$ cat config.mk
export PLATFORM = sky130hd
export DESIGN_NAME = trap_pc_unit
export DESIGN_NICKNAME = d
export VERILOG_FILES = /design/src/rtl/trap_pc_pkg.sv /design/src/rtl/trap_pc_rst_sync.sv /design/src/rtl/trap_pc_next_sel.sv /design/src/rtl/trap_pc_iar_reg.sv /design/src/rtl/trap_pc_unit.sv
export SDC_FILE = /design/constraint.sdc
export NUM_CORES = 1
export LEC_CHECK = 0
export ABC_AREA = 1
export BUFFER_PORTS_ARGS = -buffer_cell sky130_fd_sc_hd__clkbuf_2
export CORE_ASPECT_RATIO = 2
export CORE_UTILIZATION = 57
export DETAILED_ROUTE_END_ITERATION = 10
export PLACE_DENSITY = 0.84
export SETUP_SLACK_MARGIN = 0.2
export SYNTH_ARGS = -nofsm -noshare
export SYNTH_HDL_FRONTEND = slang
export SYNTH_SLANG_ARGS = --single-unit
$ cat constraint.sdc
create_clock -name clk_i -period 5.38 [get_ports clk_i]
set_input_delay 0.269 -clock clk_i [delete_from_list [all_inputs] [get_ports clk_i]]
set_output_delay 0.269 -clock clk_i [all_outputs]
set_load 0.01 [all_outputs]
$ cat src/rtl/trap_pc_pkg.sv
package trap_pc_pkg;

  // Decoded instruction classes handled by the PC unit
  typedef enum logic [1:0] {
    PC_OP_SEQ  = 2'b00,
    PC_OP_NOP  = 2'b01,
    PC_OP_TRAP = 2'b10,
    PC_OP_RFE  = 2'b11
  } pc_op_e;

  // Update request produced by the selection logic
  typedef struct packed {
    logic pc_en;
    logic iar_en;
  } pc_upd_t;

endpackage

$ cat src/rtl/trap_pc_rst_sync.sv
module trap_pc_rst_sync #(
  parameter int STAGES = 2
) (
  input  logic clk_i,
  input  logic rst_ni,
  output logic rst_sync_no
);

  logic [STAGES-1:0] sync_q;
  logic [STAGES-1:0] sync_d;

  generate
    if (STAGES == 1) begin : g_single
      always_comb sync_d = 1'b1;
    end else begin : g_chain
      always_comb sync_d = {sync_q[STAGES-2:0], 1'b1};
    end
  endgenerate

  always_ff @(posedge clk_i or negedge rst_ni) begin
    if (!rst_ni) begin
      sync_q <= '0;
    end else begin
      sync_q <= sync_d;
    end
  end

  assign rst_sync_no = sync_q[STAGES-1];

endmodule

$ cat src/rtl/trap_pc_next_sel.sv
module trap_pc_next_sel
  import trap_pc_pkg::*;
#(
  parameter int XLEN       = 32,
  parameter int JFIELD_W   = 26,
  parameter int INSN_BYTES = 4,
  parameter int RET_OFFSET = 8
) (
  input  logic                valid_i,
  input  logic                stall_i,
  input  pc_op_e              op_i,
  input  logic [JFIELD_W-1:0] jfield_i,
  input  logic [XLEN-1:0]     pc_i,
  input  logic [XLEN-1:0]     iar_i,
  output logic [XLEN-1:0]     pc_nxt_o,
  output logic [XLEN-1:0]     iar_nxt_o,
  output pc_upd_t             upd_o
);

  localparam logic [XLEN-1:0] STEP    = XLEN'(INSN_BYTES);
  localparam logic [XLEN-1:0] RET_ADD = XLEN'(RET_OFFSET);

  logic            advance;
  logic [XLEN-1:0] seq_pc;
  logic [XLEN-1:0] ret_addr;
  logic [XLEN-1:0] trap_tgt;

  // Absolute trap target: field padded with zeros, never sign-extended
  generate
    if (JFIELD_W < XLEN) begin : g_pad
      always_comb trap_tgt = {{(XLEN-JFIELD_W){1'b0}}, jfield_i};
    end else begin : g_trunc
      always_comb trap_tgt = jfield_i[XLEN-1:0];
    end
  endgenerate

  always_comb begin
    advance  = valid_i && !stall_i;
    seq_pc   = pc_i + STEP;
    ret_addr = pc_i + RET_ADD;
  end

  always_comb begin
    pc_nxt_o     = pc_i;
    iar_nxt_o    = iar_i;
    upd_o.pc_en  = 1'b0;
    upd_o.iar_en = 1'b0;
    if (advance) begin
      upd_o.pc_en = 1'b1;
      unique case (op_i)
        PC_OP_SEQ,
        PC_OP_NOP: pc_nxt_o = seq_pc;
        PC_OP_TRAP: begin
          pc_nxt_o     = trap_tgt;
          iar_nxt_o    = ret_addr;
          upd_o.iar_en = 1'b1;
        end
        PC_OP_RFE:  pc_nxt_o = iar_i;
        default:    pc_nxt_o = seq_pc;
      endcase
    end
  end

endmodule

$ cat src/rtl/trap_pc_iar_reg.sv
module trap_pc_iar_reg #(
  parameter int              XLEN      = 32,
  parameter logic [XLEN-1:0] RESET_VAL = '0
) (
  input  logic            clk_i,
  input  logic            rst_ni,
  input  logic            en_i,
  input  logic [XLEN-1:0] d_i,
  output logic [XLEN-1:0] q_o
);

  logic [XLEN-1:0] q;

  always_ff @(posedge clk_i or negedge rst_ni) begin
    if (!rst_ni) begin
      q <= RESET_VAL;
    end else if (en_i) begin
      q <= d_i;
    end
  end

  assign q_o = q;

endmodule

$ cat src/rtl/trap_pc_unit.sv
module trap_pc_unit
  import trap_pc_pkg::*;
#(
  parameter int              XLEN       = 32,
  parameter int              JFIELD_W   = 26,
  parameter int              INSN_BYTES = 4,
  parameter int              RET_OFFSET = 8,
  parameter int              SYNC_STAGES = 2,
  parameter logic [XLEN-1:0] RESET_PC   = '0,
  parameter logic [XLEN-1:0] RESET_IAR  = '0
) (
  input  logic                clk_i,
  input  logic                rst_ni,
  input  logic                valid_i,
  input  logic                stall_i,
  input  logic [1:0]          op_i,
  input  logic [JFIELD_W-1:0] jfield_i,
  output logic [XLEN-1:0]     pc_o,
  output logic [XLEN-1:0]     iar_o,
  output logic [XLEN-1:0]     next_pc_o
);

  logic            rst_sync_n;
  logic [XLEN-1:0] pc_q;
  logic [XLEN-1:0] iar_q;
  logic [XLEN-1:0] pc_nxt;
  logic [XLEN-1:0] iar_nxt;
  pc_upd_t         upd;
  pc_op_e          op;

  assign op = pc_op_e'(op_i);

  trap_pc_rst_sync #(
    .STAGES (SYNC_STAGES)
  ) u_rst_sync (
    .clk_i       (clk_i),
    .rst_ni      (rst_ni),
    .rst_sync_no (rst_sync_n)
  );

  trap_pc_next_sel #(
    .XLEN       (XLEN),
    .JFIELD_W   (JFIELD_W),
    .INSN_BYTES (INSN_BYTES),
    .RET_OFFSET (RET_OFFSET)
  ) u_next_sel (
    .valid_i   (valid_i),
    .stall_i   (stall_i),
    .op_i      (op),
    .jfield_i  (jfield_i),
    .pc_i      (pc_q),
    .iar_i     (iar_q),
    .pc_nxt_o  (pc_nxt),
    .iar_nxt_o (iar_nxt),
    .upd_o     (upd)
  );

  // Program counter register
  always_ff @(posedge clk_i or negedge rst_sync_n) begin
    if (!rst_sync_n) begin
      pc_q <= RESET_PC;
    end else if (upd.pc_en) begin
      pc_q <= pc_nxt;
    end
  end

  trap_pc_iar_reg #(
    .XLEN      (XLEN),
    .RESET_VAL (RESET_IAR)
  ) u_iar (
    .clk_i  (clk_i),
    .rst_ni (rst_sync_n),
    .en_i   (upd.iar_en),
    .d_i    (iar_nxt),
    .q_o    (iar_q)
  );

  assign pc_o      = pc_q;
  assign iar_o     = iar_q;
  assign next_pc_o = pc_nxt;

endmodule

* After elaboration in Yosys (flattened, before gate mapping) *
Index checks and enable logic that the tools add are counted.

storage, ports and cells
  bits in registers = 66
  memory bits (read-only) = 0
  memory bits (writable) = 0
  memories kept = 0
  bits in latches = 0

cells by class
  reductions and logical operators = 5
  bitwise gates (word level) = 0
  $mul = 0
  div/mod/pow operators = 0
  shifts and indexed selects = 0
  add/sub/neg operators = 2
  order comparisons = 0
  equal/unequal tests = 3
  multiplexer cells = 4

operator list
  kind                                            count
  case mux 32 bit (3 select lines)                1
  adder 32 x 3 -> 32 bit (second input constant)  1
  adder 32 x 4 -> 32 bit (second input constant)  1
  two-way mux 32 bit                              1
  == test 2 bit (second input constant)           2
  AND reduction 3 bit                             1
  == test 2 x 1 -> 1 bit (second input constant)  1
  logical NOT 2 bit                               1
  two-way mux 2 bit                               1
  OR reduction 2 bit                              1
  logical AND 1 bit                               1
  logical NOT 1 bit                               1
  two-way mux 1 bit                               1

* Longest topological paths before layout *
  word-level depth = 4
  gate-level depth with buffers = 10

* Cells and area by module *
From an unflattened synthesis, not the netlist that was laid out.

unflattened totals
  cell total of the unflattened synthesis = 774
  area, all modules = 5142.4 sq um

by module, submodules not included
  module            cells each  seq. area each (sq um)  area an instance (sq um)  instances
  trap_pc_next_sel  499         0.0                     2503.7                    1
  trap_pc_iar_reg   136         800.8                   1292.5                    1
  trap_pc_unit      136         800.8                   1292.5                    1
  trap_pc_rst_sync  3           50.0                    53.8                      1

* Worst setup path after synthesis *
No wires, ideal clock.

  path type = register -> output
  start = register pc_q[4] (netlist: pc_o[4])
  end = output next_pc_o[31]
  stages on the path, launching flop included = 10
  slack = 3463 ps
  data arrival time = 1648 ps
  required time = 5111 ps
  cell sequence = dfrtp_1 > ha_1 > nand2_1 > nor2_1 > nand3_2 > inv_2 > nand2_1 > nand2_1 > nand3_1 > a21oi_1

on the way
  longest elaborated chain between the ends = 3

RTL lines
  what                              RTL line                RTL
  start: declaration                trap_pc_unit.sv:24      logic [XLEN-1:0] pc_q;
  start signal: assignment          trap_pc_unit.sv:63      pc_q <= pc_nxt;
  adder 32 x 3 -> 32 bit            trap_pc_next_sel.sv:39  seq_pc = pc_i + STEP;
  case mux 32 bit (3 select lines)  trap_pc_next_sel.sv:50  unique case (op_i)
  two-way mux 32 bit                trap_pc_next_sel.sv:48  if (advance) begin
  end: declaration                  trap_pc_unit.sv:20      output logic [XLEN-1:0] next_pc_o

No other way between the ends.

* Worst setup path after layout *
  start = input stall_i
  end = output next_pc_o[1]

on the way
  longest elaborated chain between the ends = 3

RTL lines
  what                RTL line                RTL
  start: declaration  trap_pc_unit.sv:15      input logic stall_i,
  logical NOT 1 bit   trap_pc_next_sel.sv:38  advance = valid_i && !stall_i;
  logical AND 1 bit   trap_pc_next_sel.sv:38
  two-way mux 32 bit  trap_pc_next_sel.sv:48

No other way between the ends.

==> reports/metrics.cfg <==
[setup_path]
cp.required_ns = 5.11
crit_path_max_fanout = 26
startpoint_type = input port
cp.arrival_ns = 2.68
worstSetupStartpoint = stall_i
worstSetupPathType = input port to output port
endpoint_kind = output port
r2r_start = pc_o[4]$_DFFE_PN0P_

[floorplan]
placementRows = 44
fp.dieW_um = 63.7
io-pin-count = 128
start_util_pct = 59.3
core_um2 = 7320
die-area_um2 = 7990
die_h_um = 125

[routing]
initialDrtViolationCount = 355
wl_per_cell_um = 16.8
ant_nets = 0
vias = 4827
vias_per_cell = 5.87
drt_drc_violations_left = 0
dr.pass1.iters = 5
drt_wl_total_um = 13900

[finish]
fin_nets = 760
areaGrowthSynthToFinish_pct = 21.6
n_antenna_cell = 0
drive_gt1_share_pct = 25.2
num-fill-cells = 623
fin_cells = 823

[sta]
worst_slew_pin_slew_ns = 1.00
setup_tns_ns = 0
min_period_over_period_pct = 54.9
maxSlewHeadroom_pct = 33.0
slew_viol_final = 0
fmax_mhz = 339
period_needed_ns = 2.95
setup_violations = 0
rsz0062_at_grt = false
skew_ns = 0.00533
finalHoldViolations = 0

[power]
peakVddDrop_mv = 0.242
power.total_uw = 1850
power.leakage_uw = 0.00263
powerDensity_nw_per_um2 = 350

[clock_network]
cts.sinks = 66
cts_buffers = 9
clock_latency_ns = 0.33
cts_tree = done
root_buffer = clkbuf_16
htreeDepth = 3
clk_pin_slew_ns = 0.05
clockBufferDepth = 2

[yosys]
ys_seq_elements = 66
avgSynthCellArea_um2 = 7.15
synth_nets = 641
syn_area_um2 = 4340
ys_types = 39
synth_area_leaders = dfrtp_1 (38%), nand2_1 (15%), nand3_1 (5.6%)
synthCells = 607
synthFlopType = dfrtp_1
yosysWarnings = 0
yosys.area.top_type = dfrtp_1
yosysSeqAreaShare_pct = 38.0
synth.top_cell.area_share_pct = 38.0
synth_enable_flop_cells = 0
async_flop_share_pct = 100
yosysMostFrequentCell = nand2_1
synthTopCellsByCount = nand2_1 (171), dfrtp_1 (66), nor2_1 (59), inv_1 (49), nand3_1 (49)

[grt]
grtUsageTotal_pct = 36.3
grt_antenna_before_repair = 0
grt_pass1_vias = 4757
grt_max_degree = 65
grt_overflow = 0
grt_pass1_wl_um = 22300

[hold_path]
hp-start = jfield_i[0]
hp-class = input port to flip-flop

[place]
dp_hpwl_um = 10000
routabilityCongestion = 0.946
placedCellCount = 806
io_buffers = 127

[job]
cap_violations = 0

[outcome]
status = finished, final reports clean

-- report_power, final --
part / switching (uW) / total, uW / internal [uW]
registers: 144 / 743 / 599
clock network: 206 / 528 / 322
logic: 352 / 578 / 225
total: 702 / 1850 / 1150
-- state kept, by name (all words and copies together) (netlist names) --
register / count
u_iar.q_o: 32
u_rst_sync.sync_q: 2
pc_o: 32
-- stage by stage --
step	utilization (%)	instance area, um2	hold WS, ns	setup WS, ns
final	72.1	5280	0.208	2.43
after floorplan	-	4340	-0.0266	3.41
after detailed placement	68.4	5000	0.0588	2.42
after CTS	72.1	5280	0.200	2.47
after global placement	68.4	5000	0.0527	2.53
after global routing	72.1	5280	0.215	2.20
-- kinds of logic after synthesis --
logic type / count (synthesis) / share of synthesized area (%)
AND/OR/NAND/NOR: 320 / 32.7
AO/OA/AOI/OAI: 117 / 16.6
buffers and inverters: 79 / 7.49
flip-flops: 66 / 38.0
XOR/XNOR: 22 / 4.44
adder cells (fa/ha/maj): 2 / 0.576
other: 1 / 0.0864
-- timing repair --
action	CTS	global route
resized for setup	0	0
hold buffers	1	0
hold endpoints to repair	2	0
setup buffers	0	0
-- final timing paths --
check	end	slack [ns]	cells after the start
setup / recovery	next_pc_o[1]	2.43	9
hold / removal	pc_o[0]$_DFFE_PN0P_	0.21	3
setup reg to reg	pc_o[27]$_DFFE_PN0P_	3.20	8
hold reg to reg	u_rst_sync.sync_q[1]$_DFF_PN0_	0.37	0
max in group asynchronous	u_iar.q_o[9]$_DFFE_PN0P_	4.37	1
min in group asynchronous	u_rst_sync.sync_q[1]$_DFF_PN0_	0.25	2
-- routing by layer --
metal	wire length, um	vias up	share of wire (%)	GRT usage, %
met5	0	-	0	0
met4	733	0	5.3	23.5
met3	866	56	6.3	5.47
met2	7480	254	54	64.2
met1	4780	2258	34	38.8
li1	-	2259	-	-
-- area by class of cell --
class,instances,area [um2],share of cell area (%)
multi-input cells,462,2360,44.8
flip-flops and latches,66,1650,31.3
repair buffers,132,676,12.8
clock buffers,13,250,4.74
inverters,55,206,3.91
well taps,92,115,2.18
clock inverters,3,15.0,0.284
-- placed cells by master, fill, tap and decap left out, types with 3 or more instances in the layout --
master / Yosys / layout
nor2_4: 9 / 9
inv_1: 49 / 49
xnor2_1: 5 / 5
a221oi_1: 14 / 14
o21ai_1: 6 / 6
nand4_1: 4 / 4
nor2_1: 59 / 59
a41oi_1: 4 / 4
a31oi_1: 9 / 9
clkbuf_1: 8 / 3
nor2_2: 10 / 10
dfrtp_1: 66 / 65
buf_4: 4 / 4
nand3_1: 49 / 49
clkbuf_2: 0 / 127
o211ai_1: 4 / 4
clkbuf_16: 0 / 9
a22o_1: 3 / 3
nor3_1: 3 / 3
nand2_1: 171 / 171
xor2_1: 17 / 17
inv_2: 5 / 5
a22oi_1: 3 / 3
clkinv_2: 0 / 3
a32oi_1: 4 / 4
a21oi_1: 41 / 41
o21ai_0: 24 / 24
nand2_2: 9 / 9
-- worst max-delay path, stage by stage --
cell	delay [ns]
clkbuf_2	0.09
nor2_2	0.67
buf_4	0.40
inv_2	0.26
nor2_1	0.26
buf_4	0.30
nand2_1	0.12
o211ai_1	0.13
clkbuf_2	0.17
(Power assumes the default switching activity.)
